`src/rtl/adc_seq_pkg.sv`:
```
package adc_seq_pkg;

    typedef enum logic [1:0] {
        SQ_IDLE  = 2'd0,
        SQ_CONV  = 2'd1,
        SQ_HOLD  = 2'd2,
        SQ_PAUSE = 2'd3
    } seq_st_t;

    typedef enum logic [1:0] {
        SR_IDLE  = 2'd0,
        SR_SAMP  = 2'd1,
        SR_TRIAL = 2'd2,
        SR_DONE  = 2'd3
    } sar_st_t;

    typedef enum logic [1:0] {
        MD_ONCE = 2'd0,
        MD_CONT = 2'd1,
        MD_INCR = 2'd2,
        MD_RSVD = 2'd3
    } run_mode_t;

    localparam logic [1:0] SRC_SW     = 2'd0;
    localparam logic [1:0] SRC_RELOAD = 2'd1;
    localparam logic [1:0] SRC_FREE   = 2'd2;

    localparam logic [1:0] A_CTRL = 2'd0;
    localparam logic [1:0] A_TIME = 2'd1;
    localparam logic [1:0] A_STAT = 2'd2;
    localparam logic [1:0] A_DATA = 2'd3;

endpackage

```
`src/rtl/adc_trig_sel.sv`:
```
module adc_trig_sel
    import adc_seq_pkg::*;
#(
    parameter int NTMR = 2
) (
    input  logic            clk,
    input  logic            rst_n,
    input  logic [1:0]      src,
    input  logic            sw_start,
    input  logic [NTMR-1:0] tmr_in,
    output logic            act
);

    logic [NTMR-1:0] prev_q;
    logic [NTMR-1:0] rise;

    // one edge detector per timer input; reset high so a line already high is no edge
    for (genvar g = 0; g < NTMR; g++) begin : g_edge
        always_ff @(posedge clk or negedge rst_n) begin
            if (!rst_n) begin
                prev_q[g] <= 1'b1;
            end else begin
                prev_q[g] <= tmr_in[g];
            end
        end
        assign rise[g] = tmr_in[g] & ~prev_q[g];
    end

    always_comb begin
        case (src)
            SRC_SW:     act = sw_start;
            SRC_RELOAD: act = rise[0];
            SRC_FREE:   act = rise[NTMR-1];
            default:    act = 1'b0;
        endcase
    end

endmodule

```
`src/rtl/adc_sar_core.sv`:
```
module adc_sar_core
    import adc_seq_pkg::*;
#(
    parameter int RMAX     = 10,
    parameter int RLOW     = 8,
    parameter int CNTW     = 8,
    parameter int SAMP_MIN = 32
) (
    input  logic            clk,
    input  logic            rst_n,
    input  logic            start,
    input  logic            abort,
    input  logic            res_hi,
    input  logic [CNTW-1:0] samp_len,
    input  logic [CNTW-1:0] cmp_len,
    input  logic            cmp_in,
    output logic            sh,
    output logic [RMAX-1:0] code,
    output logic            res_lat,
    output logic            done,
    output logic            busy
);

    localparam int BPW = $clog2(RMAX);
    localparam logic [CNTW-1:0] SMIN = CNTW'(SAMP_MIN);
    localparam logic [BPW-1:0]  MSB_HI = BPW'(RMAX - 1);
    localparam logic [BPW-1:0]  MSB_LO = BPW'(RLOW - 1);

    sar_st_t          st;
    logic [CNTW-1:0]  cnt;
    logic [BPW-1:0]   bitp;
    logic [RMAX-1:0]  code_q;
    logic             res_q;
    logic [CNTW-1:0]  samp_eff;
    logic [CNTW-1:0]  cmp_eff;
    logic [BPW-1:0]   msb;

    assign samp_eff = (samp_len < SMIN) ? SMIN : samp_len;
    assign cmp_eff  = (cmp_len == '0) ? CNTW'(1) : cmp_len;
    assign msb      = res_q ? MSB_HI : MSB_LO;

    // state register
    always_ff @(posedge clk or negedge rst_n) begin
        if (!rst_n) begin
            st     <= SR_IDLE;
            cnt    <= '0;
            bitp   <= '0;
            code_q <= '0;
            res_q  <= 1'b1;
        end else if (abort) begin
            st     <= SR_IDLE;
            code_q <= '0;
        end else begin
            unique case (st)
                SR_IDLE, SR_DONE: begin
                    if (start) begin
                        st     <= SR_SAMP;
                        cnt    <= samp_eff - CNTW'(1);
                        code_q <= '0;
                        res_q  <= res_hi;
                    end else begin
                        st <= SR_IDLE;
                    end
                end
                SR_SAMP: begin
                    if (cnt == '0) begin
                        st           <= SR_TRIAL;
                        bitp         <= msb;
                        code_q[msb]  <= 1'b1;
                        cnt          <= cmp_eff - CNTW'(1);
                    end else begin
                        cnt <= cnt - CNTW'(1);
                    end
                end
                SR_TRIAL: begin
                    if (cnt == '0) begin
                        if (!cmp_in) begin
                            code_q[bitp] <= 1'b0;
                        end
                        if (bitp == '0) begin
                            st <= SR_DONE;
                        end else begin
                            bitp                     <= bitp - BPW'(1);
                            code_q[bitp - BPW'(1)]   <= 1'b1;
                            cnt                      <= cmp_eff - CNTW'(1);
                        end
                    end else begin
                        cnt <= cnt - CNTW'(1);
                    end
                end
            endcase
        end
    end

    // outputs
    always_comb begin
        sh      = (st == SR_SAMP);
        done    = (st == SR_DONE);
        busy    = (st != SR_IDLE);
        code    = code_q;
        res_lat = res_q;
    end

endmodule

```
`src/rtl/adc_seq_ctrl.sv`:
```
module adc_seq_ctrl
    import adc_seq_pkg::*;
#(
    parameter int NCH      = 8,
    parameter int RMAX     = 10,
    parameter int RLOW     = 8,
    parameter int CNTW     = 8,
    parameter int SAMP_MIN = 32,
    parameter int DW       = 16
) (
    input  logic                     clk,
    input  logic                     rst_n,
    input  logic                     reg_wr,
    input  logic [1:0]               reg_addr,
    input  logic [DW-1:0]            reg_wdata,
    output logic [DW-1:0]            reg_rdata,
    input  logic                     tmr_reload,
    input  logic                     tmr_zero,
    input  logic                     cmp_in,
    output logic [$clog2(NCH)-1:0]   ch_sel,
    output logic                     sh_ctrl,
    output logic [RMAX-1:0]          dac_code,
    output logic                     irq
);

    localparam int CHW    = $clog2(NCH);
    localparam int O_LO   = 0;
    localparam int O_HI   = CHW;
    localparam int O_MD   = 2 * CHW;
    localparam int O_SRC  = 2 * CHW + 2;
    localparam int O_RES  = 2 * CHW + 4;
    localparam int O_IEN  = 2 * CHW + 5;
    localparam int O_GO   = 2 * CHW + 6;
    localparam int O_STOP = 2 * CHW + 7;
    localparam int S_BUSY = 0;
    localparam int S_CH   = 1;
    localparam int S_FLAG = CHW + 1;
    localparam int S_HELD = CHW + 2;

    // configuration
    logic [CHW-1:0]  cfg_lo, cfg_hi;
    run_mode_t       cfg_mode;
    logic [1:0]      cfg_src;
    logic            cfg_res, cfg_ien;
    logic [CNTW-1:0] t_samp, t_cmp;

    // sequencer state and result storage
    seq_st_t         seq_st;
    logic [CHW-1:0]  ch_ptr;
    logic [RMAX-1:0] data_val;
    logic [CHW-1:0]  data_ch;
    logic            flag_q;

    // internal nets
    logic            wr_ctrl, sw_go, stop_p, flag_clr;
    logic            act, act_ok, protect, write_now, busy;
    logic            core_start, core_done, core_busy, res_lat;
    logic [RMAX-1:0] core_code;
    logic [CHW-1:0]  hi_eff, nxt_ch, adv_ch;
    seq_st_t         adv_st;
    logic            adv_go, last_ch;

    assign wr_ctrl  = reg_wr && (reg_addr == A_CTRL);
    assign sw_go    = wr_ctrl && reg_wdata[O_GO];
    assign stop_p   = wr_ctrl && reg_wdata[O_STOP];
    assign flag_clr = reg_wr && (reg_addr == A_STAT) && !reg_wdata[S_FLAG];

    adc_trig_sel #(.NTMR(2)) u_trig (
        .clk      (clk),
        .rst_n    (rst_n),
        .src      (cfg_src),
        .sw_start (sw_go),
        .tmr_in   ({tmr_zero, tmr_reload}),
        .act      (act)
    );

    adc_sar_core #(
        .RMAX(RMAX), .RLOW(RLOW), .CNTW(CNTW), .SAMP_MIN(SAMP_MIN)
    ) u_sar (
        .clk      (clk),
        .rst_n    (rst_n),
        .start    (core_start),
        .abort    (stop_p),
        .res_hi   (cfg_res),
        .samp_len (t_samp),
        .cmp_len  (t_cmp),
        .cmp_in   (cmp_in),
        .sh       (sh_ctrl),
        .code     (core_code),
        .res_lat  (res_lat),
        .done     (core_done),
        .busy     (core_busy)
    );

    // configuration registers
    always_ff @(posedge clk or negedge rst_n) begin
        if (!rst_n) begin
            cfg_lo   <= '0;
            cfg_hi   <= '0;
            cfg_mode <= MD_ONCE;
            cfg_src  <= SRC_SW;
            cfg_res  <= 1'b1;
            cfg_ien  <= 1'b0;
            t_samp   <= '0;
            t_cmp    <= CNTW'(1);
        end else if (reg_wr) begin
            if (reg_addr == A_CTRL) begin
                cfg_lo   <= reg_wdata[O_LO +: CHW];
                cfg_hi   <= reg_wdata[O_HI +: CHW];
                cfg_mode <= run_mode_t'(reg_wdata[O_MD +: 2]);
                cfg_src  <= reg_wdata[O_SRC +: 2];
                cfg_res  <= reg_wdata[O_RES];
                cfg_ien  <= reg_wdata[O_IEN];
            end else if (reg_addr == A_TIME) begin
                t_samp <= reg_wdata[0 +: CNTW];
                t_cmp  <= reg_wdata[CNTW +: CNTW];
            end
        end
    end

    // next step after a stored result, by mode and position in the range
    always_comb begin
        hi_eff  = (cfg_hi < cfg_lo) ? cfg_lo : cfg_hi;
        last_ch = (ch_ptr == hi_eff);
        nxt_ch  = ch_ptr + CHW'(1);
        case (cfg_mode)
            MD_CONT: begin
                adv_st = SQ_CONV;
                adv_ch = last_ch ? cfg_lo : nxt_ch;
                adv_go = 1'b1;
            end
            MD_INCR: begin
                adv_st = last_ch ? SQ_IDLE : SQ_PAUSE;
                adv_ch = last_ch ? cfg_lo : nxt_ch;
                adv_go = 1'b0;
            end
            default: begin
                adv_st = last_ch ? SQ_IDLE : SQ_CONV;
                adv_ch = last_ch ? ch_ptr : nxt_ch;
                adv_go = !last_ch;
            end
        endcase
    end

    // sequencer outputs
    always_comb begin
        busy      = (seq_st != SQ_IDLE);
        act_ok    = act && ((seq_st == SQ_IDLE) || (seq_st == SQ_PAUSE));
        protect   = cfg_ien && flag_q;
        write_now = ((seq_st == SQ_CONV) && core_done && !protect)
                 || ((seq_st == SQ_HOLD) && !flag_q);
        core_start = !stop_p && (act_ok || (write_now && adv_go));
        ch_sel     = ch_ptr;
        dac_code   = core_code;
        irq        = flag_q && cfg_ien;
    end

    // sequencer state register
    always_ff @(posedge clk or negedge rst_n) begin
        if (!rst_n) begin
            seq_st <= SQ_IDLE;
            ch_ptr <= '0;
        end else if (stop_p) begin
            seq_st <= SQ_IDLE;
        end else begin
            unique case (seq_st)
                SQ_IDLE: begin
                    if (act) begin
                        seq_st <= SQ_CONV;
                        ch_ptr <= cfg_lo;
                    end
                end
                SQ_CONV: begin
                    if (core_done) begin
                        if (protect) begin
                            seq_st <= SQ_HOLD;
                        end else begin
                            seq_st <= adv_st;
                            ch_ptr <= adv_ch;
                        end
                    end
                end
                SQ_HOLD: begin
                    if (!flag_q) begin
                        seq_st <= adv_st;
                        ch_ptr <= adv_ch;
                    end
                end
                SQ_PAUSE: begin
                    if (act) begin
                        seq_st <= SQ_CONV;
                    end
                end
            endcase
        end
    end

    // result storage and completion flag
    always_ff @(posedge clk or negedge rst_n) begin
        if (!rst_n) begin
            data_val <= '0;
            data_ch  <= '0;
            flag_q   <= 1'b0;
        end else begin
            if (write_now && !stop_p) begin
                data_val <= core_code;
                data_ch  <= ch_ptr;
                flag_q   <= 1'b1;
            end else if (flag_clr) begin
                flag_q <= 1'b0;
            end
        end
    end

    // register read
    always_comb begin
        reg_rdata = '0;
        case (reg_addr)
            A_CTRL: begin
                reg_rdata[O_LO +: CHW] = cfg_lo;
                reg_rdata[O_HI +: CHW] = cfg_hi;
                reg_rdata[O_MD +: 2]   = cfg_mode;
                reg_rdata[O_SRC +: 2]  = cfg_src;
                reg_rdata[O_RES]       = cfg_res;
                reg_rdata[O_IEN]       = cfg_ien;
            end
            A_TIME: begin
                reg_rdata[0 +: CNTW]    = t_samp;
                reg_rdata[CNTW +: CNTW] = t_cmp;
            end
            A_STAT: begin
                reg_rdata[S_BUSY]      = busy;
                reg_rdata[S_CH +: CHW] = ch_ptr;
                reg_rdata[S_FLAG]      = flag_q;
                reg_rdata[S_HELD]      = (seq_st == SQ_HOLD);
            end
            default: begin
                reg_rdata[0 +: RMAX]   = data_val;
                reg_rdata[RMAX +: CHW] = data_ch;
            end
        endcase
    end

endmodule

```
`config.mk`:
```
export PLATFORM = sky130hd
export DESIGN_NAME = adc_seq_ctrl
export DESIGN_NICKNAME = d
export VERILOG_FILES = /design/src/rtl/adc_seq_pkg.sv /design/src/rtl/adc_trig_sel.sv /design/src/rtl/adc_sar_core.sv /design/src/rtl/adc_seq_ctrl.sv
export SDC_FILE = /design/constraint.sdc
export NUM_CORES = 1
export LEC_CHECK = 0
export BUFFER_PORTS_ARGS = -buffer_cell sky130_fd_sc_hd__buf_2
export CORE_MARGIN = 2
export CORE_UTILIZATION = 61
export CTS_BUF_LIST = sky130_fd_sc_hd__clkbuf_8
export CTS_CLUSTER_DIAMETER = 40
export DETAILED_ROUTE_END_ITERATION = 6
export PLACE_DENSITY = 0.9
export SLEW_MARGIN = 20
export SYNTH_ARGS = -nofsm -noshare
export SYNTH_HDL_FRONTEND = slang
export SYNTH_SLANG_ARGS = --single-unit
```
`constraint.sdc`:
```
create_clock -name clk -period 2.75 [get_ports clk]
set_input_delay 0.1375 -clock clk [delete_from_list [all_inputs] [get_ports clk]]
set_output_delay 0.1375 -clock clk [all_outputs]
set_load 0.05 [all_outputs]
```
==> metrics.cfg, run 1 <==
[outcome]
outcome=finished, final reports clean

[yosys]
synth_flop_cell=dfrtp_1
synth_area_mm2=0.004492
yosysSeqAreaShare_pct=41.36
yosysUniqueCellTypes=69
synth.avg_cell_area_um2=9.938
ys_warn_count=0
synthCells=452
async_reset_ff_share_pct=100.0
synth_edf_count=0
syn_nets=494
ys_seq_elements=74

[setup_path]
crit-reg2reg-launch=cfg_lo[2]
reg2reg_depth=9
cp_max_fo=7
worstReg2RegEnd=u_sar.code[9]
worstSetupEndpointType=flop
crit_start=cfg_lo[2]
crit_end=u_sar.code[9]
start_kind=flop
required_ps=3000
path_cells=inv_1 > ha_1 > a21o_1 > a21o_1 > a211oi_1 > o211ai_2 > o22ai_2 > nor4_1 > nor3b_1
critPathKind=reg -> reg
rrSetupSlack_ps=150
cp.arrival_ps=2850
slowest_delay_ps=380
cpMaxStageDelayCell=dfrtp_1
cp_common_cell=a21o_1

[power]
power.leakage_nw=2.363
powerDensity_mw_per_mm2=1101
max-vdd-ir-drop_mv=0.5531

[placed_design]
gp_congestion=0.9348
dpl.hpwl_um=8897
numPortBuffers=54
placed_area_mm2=0.004898

[sta]
finClkSkew_ps=13.05
maxSlewHeadroom_pct=54.49
fmax_ghz=0.3851
setup_viol=0
min_period_ps=2597
fin_crit_sh_pct=94.43
rsz0062_at_grt=no
fin_setup_tns_ps=0
hold_viol=0
final_max_slew_viol_count=0
worst_pin_slew_ps=681.0

[final_layout]
drive_gt1_share_pct=29.23
seqCellArea_mm2=0.001858
n_antenna_cell=0
syn2layout_area_growth_pct=15.04
fillers=501
layout.nets=557
multi_input_area_mm2=0.002459
final_common_cell=dfrtp_1
final_area_mm2=0.005167
layout_common_cells=dfrtp_1, buf_2, nand2_1, o21ai_0, mux2_2

[drt]
routed_wl_um=12220
dr.pass1.iters=5
vias=3868
drc=0
post_drt_wl_per_cell_um=19.74
dr.first_iter.drc_count=286
vias_per_cell=6.249
postRouteAntennaNets=0

[global_routing]
grt_pass1_wl_um=19470
track_usage_pct=30.78
grt_max_degree=30
grt_antenna_before_repair=0
overflow=0
first_global_vias=3777

[floorplan]
start_util_pct=62.60
ioPinCount=55
num_rows=31
die_y_um=89.81
die_width_um=89.81
dieArea_mm2=0.008066
coreArea_mm2=0.007176

[cts]
root_buffer=clkbuf_8
cts.reportedPaths.clkPinSlew_ps=80
cts_buffer_depth=2
cts_buffers=9
htreeDepth=3
cts_sinks=74
cts_tree=done
clk_latency_ps=360

[min_path]
hp-class=in -> reg
min_path_cells=2

[job]
maxCapViolCount=0

-- per-stage QoR --
stage	total power [mW]	setup slack [ps]	cells	hold WS (ps)	util [%]
floorplan	3.926	484.0	452	-158.1	-
global placement	4.525	347.3	598	143.9	68.27
detailed placement	4.662	274.0	598	159.1	68.27
CTS	5.644	215.5	619	2.028	72.01
global route	6.067	30.75	619	4.229	72.01
finish	5.692	153.3	619	8.922	72.01
-- registers in the layout, indices dropped and copies added (netlist names) --
signal and flops:
u_trig.prev_q 2, t_samp 8, cfg_hi 3, cfg_ien 1
data_val 10, seq_st 2, cfg_src 2, flag_q 1
u_sar.st 2, data_ch 3, t_cmp 8, u_sar.bitp 4
cfg_res 1, u_sar.code 10, u_sar.res_lat 1, cfg_lo 3
cfg_mode 2, u_sar.cnt 8, ch_sel 3
-- synthesized netlist by cell type (6+ instances only) --
master	instances	share of area (%)
clkbuf_1	11	0.92
o21ai_0	45	5.0
ha_1	18	5.0
a21oi_1	27	3.0
and2_1	6	0.84
mux2i_1	9	2.0
nand2_1	45	3.8
nor2_1	21	1.8
nand3_1	8	0.89
a211oi_1	6	1.0
inv_1	22	1.8
nand2b_1	7	0.97
nor2b_1	6	0.84
dfrtp_1	69	38
mux2_2	38	9.5
mux4_2	6	3.0
a21o_1	8	1.3
or3_1	6	0.84
buf_2	8	0.89
-- worst max-delay path: cells and delay by family (launching register included) --
family / cells / cell delay, ps
DFF: 1 / 380
adders and majority gates: 1 / 320
AOI/OAI and AO/OA: 5 / 1270
and+or+nand+nor: 2 / 440
buffers and inverters: 1 / 80
-- metal layers --
layer	global-route usage [%]	wire [um]	vias up
met1	41.03	5098	1897
met3	6.035	795	25
li1	-	-	1767
met2	49.81	5998	179
met4	12.69	327	0
met5	0	0	-
-- kinds of logic (layout without fill, tap and decap cells) --
group / count (synthesis) / count (layout) / share of synthesized area [%]
compound gates: 132 / 132 / 19.33
xor+xnor: 7 / 7 / 1.365
fa+ha+maj: 18 / 18 / 5.014
buf+inv: 43 / 111 / 3.900
flops: 74 / 74 / 41.37
mux: 53 / 53 / 14.54
simple gates: 125 / 125 / 14.49
-- where the power goes --
part	internal (mW)	switching, mW	total, mW
combinational	1.14	1.83	2.97
clock	0.531	0.420	0.951
sequential	1.39	0.382	1.77
total	3.06	2.63	5.69
-- cell type report --
type | instances | area share [%]
multi-input combinational | 335 | 47.58
sequential | 74 | 35.96
timing repair buffer | 73 | 8.232
clock buffer | 10 | 2.663
tap | 99 | 2.397
inverter | 22 | 1.598
clock inverter | 6 | 1.574
-- worst min-delay path by stage --
| stage | startpoint | to |
|---|---|---|
| 4_1_cts | reg_wdata[15] | t_cmp[7] |
| 5_1_grt | reg_wdata[14] | t_cmp[6] |
| 3_5_place_dp | rst_n | seq_st[1] |
| 2_1_floorplan | rst_n | cfg_hi[0] |
| 6_report | reg_wdata[15] | t_cmp[7] |
| 3_3_place_gp | rst_n | seq_st[1] |
-- repair_timing --
action                    CTS  global route
hold endpoints to repair   24             0
resized for setup           0             0
hold buffers                5             0
setup buffers               0             0
No activity file was read; power rests on OpenSTA's default activity.
==> run 2: changes to the inputs <==
==> constraint.sdc (replaced) <==
create_clock -name clk -period 2.45 [get_ports clk]
set_input_delay 0 -clock clk [delete_from_list [all_inputs] [get_ports clk]]
set_output_delay 0 -clock clk [all_outputs]
set_load 0.05 [all_outputs]
==> metrics.cfg, run 2 (synthesis results as in run 1) <==
[global_routing]
grt_max_degree=75
first_global_vias=3959
track_usage_pct=31.94
grt_pass1_wl_um=20360
overflow=0
grt_antenna_before_repair=0

[setup_path]
crit_end=u_sar.code[7]
crit-reg2reg-launch=cfg_lo[1]
crit_start=cfg_lo[1]
path_cells=inv_2 > ha_1 > and2_1 > a211oi_2 > a211oi_2 > o211ai_4 > o22ai_4 > or3_1 > a21oi_1
cp_max_fo=7
rrSetupSlack_ps=-10
required_ps=2730
worstSetupEndpointType=flop
cpMaxStageDelayCell=or3_1
worstReg2RegEnd=u_sar.code[7]
cp_common_cell=a211oi_2
start_kind=flop
cp.arrival_ps=2740
slowest_delay_ps=400
critPathKind=reg -> reg
reg2reg_depth=9

[placed_design]
placed_area_mm2=0.004918
numPortBuffers=54
dpl.hpwl_um=8576
gp_congestion=0.9409

[drt]
wirelength_met1_um=5059
routed_wl_um=12810
met3_length_um=925
vias_per_cell=6.393
vias=4079
drc=0
post_drt_wl_per_cell_um=20.08
dr.pass1.iters=5
wl_met2_um=6252
top_layer=met4
dr.first_iter.drc_count=405
postRouteAntennaNets=0

[final_layout]
n_antenna_cell=0
layout.nets=576
final_common_cell=dfrtp_1
fillers=451
syn2layout_area_growth_pct=20.97
layout_common_cells=dfrtp_1, buf_2, nand2_1
drive_gt1_share_pct=31.35
final_area_mm2=0.005434

[power]
max-vdd-ir-drop_mv=0.6455
powerDensity_mw_per_mm2=1235
power.leakage_nw=2.439
total_power_mw=6.712

[sta]
setup_ws_ps=-12.07
worst_pin_slew_ps=699.4
final_max_slew_viol_count=0
finClkSkew_ps=11.92
fmax_ghz=0.4062
setup_viol=1
fin_crit_sh_pct=100.5
fin_setup_tns_ps=-12.07
min_period_ps=2462
fin_hold_ws_ps=24.28
hold_viol=0
maxSlewHeadroom_pct=53.26

[cts]
cts.reportedPaths.clkPinSlew_ps=80
cts_tree=done
cts_sinks=74
root_buffer=clkbuf_8
cts_buffers=9
htreeDepth=3
clk_latency_ps=360
cts_buffer_depth=2

[min_path]
hp-class=in -> reg

[floorplan]
start_util_pct=62.60
die_width_um=89.81
die_y_um=89.81
num_rows=31
coreArea_mm2=0.007176
dieArea_mm2=0.008066
ioPinCount=55

[job]
maxCapViolCount=0

[outcome]
violations=setup timing
outcome=complete, but fails checks

## run 2: changes by cell type in the layout (fill, tap and decap cells not counted), sizes merged
cell         before  now
dlygate4sd3       5   19
buf              68   73
inv              25   21
clkinv            1    3
clkinvlp          0    2
## run 2: what timing repair did
item / 4_1_cts / 5_1_grt
hold endpoints to repair: 105 / 0
gates cloned: 0 / 1
endpoints found under the setup margin: 8 / 25
hold buffers: 19 / 0
pin swaps: 0 / 2
gates resized for setup: 2 / 14
setup buffers: 0 / 3
## run 2: area by class of cell
| class | count | area [um2] | share of cell area, % |
|---|---|---|---|
| Clock buffer | 10 | 137.6 | 2.533 |
| Inverter | 22 | 86.33 | 1.589 |
| Multi-Input combinational cell | 335 | 2521 | 46.40 |
| Sequential cell | 74 | 1858 | 34.19 |
| Timing Repair Buffer | 92 | 616.8 | 11.35 |
| Clock inverter | 6 | 90.09 | 1.658 |
| Tap cell | 99 | 123.9 | 2.280 |
## run 2: power breakdown
group / internal, mW / total [mW] / leakage, nW / switching (mW)
clock network: 0.603 / 1.10 / 0.112 / 0.499
logic: 1.43 / 3.63 / 1.42 / 2.20
registers: 1.56 / 1.98 / 0.909 / 0.423
## run 2: metal layers
metal	track usage (%)	vias up
met5	0	-
met1	40.53	1965
met3	4.778	54
met2	54.23	246
met4	14.74	0
li1	-	1814
## run 2: worst min path at each step
stage | from | cells after the start | end
3_3_place_gp | rst_n | 2 | data_val[6]
5_1_grt | reg_wr | 4 | flag_q
3_5_place_dp | rst_n | 2 | data_val[6]
2_1_floorplan | rst_n | 0 | cfg_hi[0]
6_report | reg_wr | 4 | flag_q
4_1_cts | reg_wr | 4 | flag_q
## run 2: metrics by stage
stage	util, %	std cells	worst slack, ps
6_report	75.73	638	-12.07
5_1_grt	75.73	638	-59.51
4_1_cts	74.56	634	-45.79
3_5_place_dp	68.54	599	1.460
3_3_place_gp	68.54	599	81.68
2_1_floorplan	-	452	184.0
## run 2: critical path, delay by kind of cell, from the launching register on
| family | cells | cell delay (ps) |
|---|---|---|
| DFF | 1 | 380 |
| and+or+nand+nor | 2 | 600 |
| buffers and inverters | 1 | 70 |
| AOI/OAI and AO/OA | 5 | 1020 |
| adders and majority gates | 1 | 310 |
